==> src/rtl/hbg_pkg.sv <==
`timescale 1ns/1ps
package hbg_pkg;
    localparam int CNT_W       = 8;
    localparam int REG_W       = 8;
    localparam int IDX_W       = 8;
    localparam int LO_W        = 5;
    localparam int STD_END_W   = 6;
    localparam int EXT_END_W   = 8;
    localparam int SKEW_STAGES = 3;
    localparam int SKEW_W      = $clog2(SKEW_STAGES + 1);

    typedef enum logic [IDX_W-1:0] {
        IX_TOTAL   = 8'h00,
        IX_DEND    = 8'h01,
        IX_BSTART  = 8'h02,
        IX_BEND    = 8'h03,
        IX_SYNCEND = 8'h05,
        IX_MODE    = 8'h09,
        IX_EXTEND  = 8'h3C
    } hbg_idx_e;

    typedef struct packed {
        logic [CNT_W-1:0]                 htotal;
        logic [CNT_W-1:0]                 disp_end;
        logic [CNT_W-1:0]                 hb_start;
        logic [LO_W-1:0]                  end_lo;
        logic                             end_b5;
        logic [EXT_END_W-STD_END_W-1:0]   end_hi;
        logic                             ext_mode;
        logic [SKEW_W-1:0]                skew;
    } hbg_cfg_t;

    // Gather the blank-end value from its three register sources.
    function automatic logic [EXT_END_W-1:0] blank_end_value(hbg_cfg_t c);
        logic [EXT_END_W-STD_END_W-1:0] hi;
        hi = c.ext_mode ? c.end_hi : '0;
        return {hi, c.end_b5, c.end_lo};
    endfunction
endpackage

==> src/rtl/hbg_regs.sv <==
`timescale 1ns/1ps
module hbg_regs
    import hbg_pkg::*;
(
    input  logic             clk,
    input  logic             rst,
    input  logic             we,
    input  logic [IDX_W-1:0] index,
    input  logic [REG_W-1:0] wdata,
    output logic [REG_W-1:0] rdata,
    output hbg_cfg_t         cfg
);
    hbg_cfg_t         cfg_q;
    logic [REG_W-2:0] sync_rest_q;   // sync-end bits not used by this block

    always_ff @(posedge clk) begin
        if (rst) begin
            cfg_q       <= '0;
            sync_rest_q <= '0;
        end else if (we) begin
            case (index)
                IX_TOTAL:   cfg_q.htotal   <= wdata[CNT_W-1:0];
                IX_DEND:    cfg_q.disp_end <= wdata[CNT_W-1:0];
                IX_BSTART:  cfg_q.hb_start <= wdata[CNT_W-1:0];
                IX_BEND:    cfg_q.end_lo   <= wdata[LO_W-1:0];
                IX_SYNCEND: begin
                    cfg_q.end_b5 <= wdata[REG_W-1];
                    sync_rest_q  <= wdata[REG_W-2:0];
                end
                IX_MODE: begin
                    cfg_q.ext_mode <= wdata[0];
                    cfg_q.skew     <= wdata[SKEW_W:1];
                end
                IX_EXTEND:  cfg_q.end_hi <= wdata[REG_W-1:STD_END_W];
                default: ;
            endcase
        end
    end

    always_comb begin
        rdata = '0;
        case (index)
            IX_TOTAL:   rdata = REG_W'(cfg_q.htotal);
            IX_DEND:    rdata = REG_W'(cfg_q.disp_end);
            IX_BSTART:  rdata = REG_W'(cfg_q.hb_start);
            IX_BEND:    rdata = {1'b1, {(REG_W-LO_W-1){1'b0}}, cfg_q.end_lo};
            IX_SYNCEND: rdata = {cfg_q.end_b5, sync_rest_q};
            IX_MODE:    rdata = REG_W'({cfg_q.skew, cfg_q.ext_mode});
            IX_EXTEND:  rdata = {cfg_q.end_hi, {STD_END_W{1'b0}}};
            default:    rdata = '0;
        endcase
    end

    assign cfg = cfg_q;
endmodule

==> src/rtl/hbg_line_ctr.sv <==
`timescale 1ns/1ps
module hbg_line_ctr
    import hbg_pkg::*;
(
    input  logic                 clk,
    input  logic                 rst,
    input  logic [CNT_W-1:0]     htotal,
    input  logic [CNT_W-1:0]     hb_start,
    input  logic [CNT_W-1:0]     disp_end,
    input  logic [EXT_END_W-1:0] end_val,
    input  logic                 ext_mode,
    output logic [CNT_W-1:0]     hcount,
    output logic                 hblank,
    output logic                 de_raw
);
    logic end_hit;
    logic start_hit;

    // Partial-width end match: only the low 6 or 8 counter bits take part.
    always_comb begin
        if (ext_mode)
            end_hit = (hcount[EXT_END_W-1:0] == end_val);
        else
            end_hit = (hcount[STD_END_W-1:0] == end_val[STD_END_W-1:0]);
    end

    assign start_hit = (hcount == hb_start);
    assign de_raw    = (hcount < disp_end);

    always_ff @(posedge clk) begin
        if (rst) begin
            hcount <= '0;
            hblank <= 1'b0;
        end else begin
            hcount <= (hcount == htotal) ? '0 : CNT_W'(hcount + 1'b1);
            if (start_hit)
                hblank <= 1'b1;
            else if (hblank && end_hit)
                hblank <= 1'b0;
        end
    end
endmodule

==> src/rtl/hbg_skew_pipe.sv <==
`timescale 1ns/1ps
module hbg_skew_pipe
    import hbg_pkg::*;
#(
    parameter int STAGES = SKEW_STAGES,
    localparam int SEL_W = $clog2(STAGES + 1)
) (
    input  logic             clk,
    input  logic             rst,
    input  logic             de_in,
    input  logic [SEL_W-1:0] skew,
    output logic             de_out
);
    logic [STAGES:0] tap;

    always_ff @(posedge clk) begin
        if (rst) tap[0] <= 1'b0;
        else     tap[0] <= de_in;
    end

    for (genvar i = 1; i <= STAGES; i++) begin : g_stage
        always_ff @(posedge clk) begin
            if (rst) tap[i] <= 1'b0;
            else     tap[i] <= tap[i-1];
        end
    end

    assign de_out = tap[skew];
endmodule

==> src/rtl/hblank_de_gen.sv <==
`timescale 1ns/1ps
module hblank_de_gen
    import hbg_pkg::*;
(
    input  logic             clk,
    input  logic             rst,
    input  logic             cfg_we,
    input  logic [IDX_W-1:0] cfg_index,
    input  logic [REG_W-1:0] cfg_wdata,
    output logic [REG_W-1:0] cfg_rdata,
    output logic [CNT_W-1:0] hcount,
    output logic             hblank,
    output logic             disp_en
);
    hbg_cfg_t             cfg_s;
    logic [EXT_END_W-1:0] end_val;
    logic                 de_raw;

    hbg_regs u_regs (
        .clk   (clk),
        .rst   (rst),
        .we    (cfg_we),
        .index (cfg_index),
        .wdata (cfg_wdata),
        .rdata (cfg_rdata),
        .cfg   (cfg_s)
    );

    assign end_val = blank_end_value(cfg_s);

    hbg_line_ctr u_line (
        .clk      (clk),
        .rst      (rst),
        .htotal   (cfg_s.htotal),
        .hb_start (cfg_s.hb_start),
        .disp_end (cfg_s.disp_end),
        .end_val  (end_val),
        .ext_mode (cfg_s.ext_mode),
        .hcount   (hcount),
        .hblank   (hblank),
        .de_raw   (de_raw)
    );

    hbg_skew_pipe #(.STAGES(SKEW_STAGES)) u_skew (
        .clk    (clk),
        .rst    (rst),
        .de_in  (de_raw),
        .skew   (cfg_s.skew),
        .de_out (disp_en)
    );
endmodule

==> config.mk <==
export PLATFORM = sky130hd
export DESIGN_NAME = hblank_de_gen
export DESIGN_NICKNAME = d
export VERILOG_FILES = /design/src/rtl/hbg_pkg.sv /design/src/rtl/hbg_regs.sv /design/src/rtl/hbg_line_ctr.sv /design/src/rtl/hbg_skew_pipe.sv /design/src/rtl/hblank_de_gen.sv
export SDC_FILE = /design/constraint.sdc
export NUM_CORES = 1
export LEC_CHECK = 0
export ABC_AREA = 1
export ABC_CLOCK_PERIOD_IN_PS = 1650
export BUFFER_PORTS_ARGS = -buffer_cell sky130_fd_sc_hd__buf_2
export CAP_MARGIN = 20
export CELL_PAD_IN_SITES_DETAIL_PLACEMENT = 1
export CELL_PAD_IN_SITES_GLOBAL_PLACEMENT = 2
export CORE_MARGIN = 10
export CORE_UTILIZATION = 33
export CTS_BUF_LIST = sky130_fd_sc_hd__clkbuf_2 sky130_fd_sc_hd__clkbuf_4 sky130_fd_sc_hd__clkbuf_8
export CTS_CLUSTER_SIZE = 25
export DETAILED_ROUTE_END_ITERATION = 7
export GPL_TIMING_DRIVEN = 0
export PLACE_DENSITY = 0.82
export SYNTH_ARGS = -nofsm -noshare
export SYNTH_HDL_FRONTEND = slang
export SYNTH_SLANG_ARGS = --single-unit
==> constraint.sdc <==
create_clock -name clk -period 1.65 [get_ports clk]
set_clock_uncertainty 0.15 [all_clocks]
set_input_delay 0.33 -clock clk [delete_from_list [all_inputs] [get_ports clk]]
set_output_delay 0.33 -clock clk [all_outputs]
set_load 0.03 [all_outputs]
==> flow_summary.toml <==
[layout]
fillers = 1131
instances_no_fill = 612
post-route-util = 0.454
area_delta_synth_final_pct = 32.8
register_area_mm2 = 0.00111
num-nets-final = 530
diodes = 0
multi_input_area_mm2 = 0.00185
design_area_mm2 = 0.00400
final_layout_size_suffix_gt1_frac = 0.292

[die]
ioPinCount = 37
dieArea_mm2 = 0.0133
num_rows = 34
die_w_um = 116
die_h_um = 116
start_util = 0.342
core-area_mm2 = 0.00881

[sta]
finalHoldViolCount = 0
period_share = 1.17
rsz0062_at_grt = "true"
setup_violations = 16
timing.fmax_mhz = 519
worstMarginPinSlew_ps = 584
finalMaxSlewViolations = 0
period_needed_ps = 1930
setup_slack_ps = -277
relSlewSlack = 0.611

[setup_path]
critPathRequiredTime_ps = 1170
crit_start = "cfg_index[6]"
crit_type = "primary input to primary output"
crit_arrival_ps = 1450
reg2reg_slack_ps = 130
endpoint_kind = "primary output"
worstReg2RegEnd = "u_line.hcount[5]"
rr_worst_depth = 6
cpPeakStageDelay_ps = 190
startpoint_type = "primary input"
crit_path_cell_trace = "buf_8 > nor2_4 > nand3_4 > nor2_4 > buf_6 > nand2_4 > o21ai_2 > nor2_1 > nand3b_1 > buf_6"
r2r_start = "u_line.hcount[2]"
critical_path.endpoint = "cfg_rdata[7]"
cp_max_fo = 3
slowest_stage = "nor2_4"

[synth]
synth-seq-area-share = 0.366
synthFlopType = "dfxtp_1"
syn_area_mm2 = 0.00301
synthDistinctLibCells = 34
avgSynthCellArea_um2 = 6.83
syn_inst = 441
ys_seq_elements = 55
synthArstFlopShare = 0
synth_nets = 468
synth_edf_count = 0
synth.yosys.warnings = 0

[route]
drtPass1Iterations = 4
wl_um = 10600
wl_per_cell_um = 17.2
ant_nets = 0
avgViaCountPerCell = 4.93
drt_iter0_markers = 155
drc = 0
vias = 3017

[power]
leakage_nw = 1.70
ir_drop_mv = 0.382
power_mw = 2.37
power_density_mw_per_mm2 = 594

[place]
place_area_mm2 = 0.00336
place_inst = 584
dp_slack_ps = -479
portBuffers = 35
place_congestion = 0.813
dp_hpwl_um = 7850

[grt]
grt_max_degree = 17
track_usage = 0.156
antenna_found_initial = 0
grt-ovfl-total = 0
grt_pass1_vias = 3052
grt_pass1_wl_um = 16400

[flow_run]
max-cap-violations = 0

[clock_tree]
clk_path_buf_depth = 2
root_buffer = "clkbuf_8"
cts_tree = "done"
htreeDepth = 2
numCtsBuffers = 5
worst_skew_pair.late_latency_ps = 320
clk_pin_slew_ps = 90
numClockSinks = 55

[hold_path]
hold_start = "cfg_wdata[5]"
hp-class = "primary input to flop"

[status]
violations = "negative setup slack"
status = "finished with violations"
report_power, final:
part	leakage, nW	internal, mW	total, mW	switching, mW
combinational	1.21	0.0620	0.191	0.130
clock	0.0505	0.383	0.850	0.467
sequential	0.447	1.33	1.33	0.00314
cell families after synthesis:
group | Yosys count | synth area share
buf+inv | 67 | 0.0935
fa+ha+maj | 8 | 0.0332
simple gates | 218 | 0.327
xor+xnor | 17 | 0.0494
flops | 55 | 0.366
compound gates | 76 | 0.131
what timing repair did:
action	CTS	global route
endpoints found under the setup margin	19	25
hold buffers	0	0
gates cloned	1	1
pin swaps	16	15
setup buffers	13	5
gates resized for setup	46	61
sequential cells by signal (all words and copies together) (netlist names):
signal              count
u_line.hblank           1
u_regs.sync_rest_q      7
u_skew.tap              4
u_regs.cfg             35
u_line.hcount           8
stage by stage:
step                      hold slack [ps]  TNS (ps)
final                                 175     -2390
after global routing                  179     -3250
after CTS                             164     -1880
after detailed placement              275     -4640
after global placement                272     -4010
after floorplan                       250     -82.4
cell usage in the layout, fill, tap and decap left out, types with 9 or more instances in the layout:
cell type / n
buf_2: 23
buf_4: 17
nand3_1: 19
nand2_1: 106
xor2_1: 11
buf_6: 14
a21oi_1: 37
o21ai_0: 17
nor2_1: 45
dfxtp_1: 49
inv_1: 42
nand2_4: 9
how the worst min path moves through the flow:
stage,end,slack (ps),cells past startpoint
final,u_regs.cfg[24],180,3
after global routing,u_regs.cfg[22],180,3
after detailed placement,u_skew.tap[1],270,2
after global placement,u_skew.tap[1],270,2
after CTS,u_regs.cfg[24],160,3
after floorplan,u_skew.tap[2],250,2
Yosys cell counts, drive strengths merged, types with 2 or more instances:
library cell  instances  share of area
o21ai                32          0.053
nand2               123           0.16
a21oi                41          0.069
clkinv                2         0.0033
clkbuf                4         0.0050
xnor2                 6          0.017
nand4                 3         0.0062
xor2                 11          0.032
buf                   7          0.017
nor3                  8          0.020
nor2                 59          0.091
nand3                23          0.043
inv                  54          0.068
ha                    8          0.033
dfxtp                55           0.37
layer usage:
metal | global-route usage | vias up | wire, um
li1 | - | 1527 | -
met1 | 0.211 | 1437 | 5030
met2 | 0.255 | 41 | 5060
met3 | 0.0227 | 12 | 314
met4 | 0.0397 | 0 | 142
met5 | 0 | - | 0
worst max-delay path: cells and delay by family:
family	cells	cell delay [ps]
buffers and inverters	3	390
AO/OA/AOI/OAI	1	50
AND/OR/NAND/NOR	6	670
area by class of cell:
type / instances / area share
plain buffers: 11 / 0.0188
multi-input cells: 319 / 0.462
flip-flops and latches: 55 / 0.278
clock inverters: 1 / 0.00188
clock buffers: 7 / 0.0241
well taps: 108 / 0.0338
repair buffers: 55 / 0.123
inverters: 56 / 0.0588
Note: power is estimated with default switching activity, not from simulation.
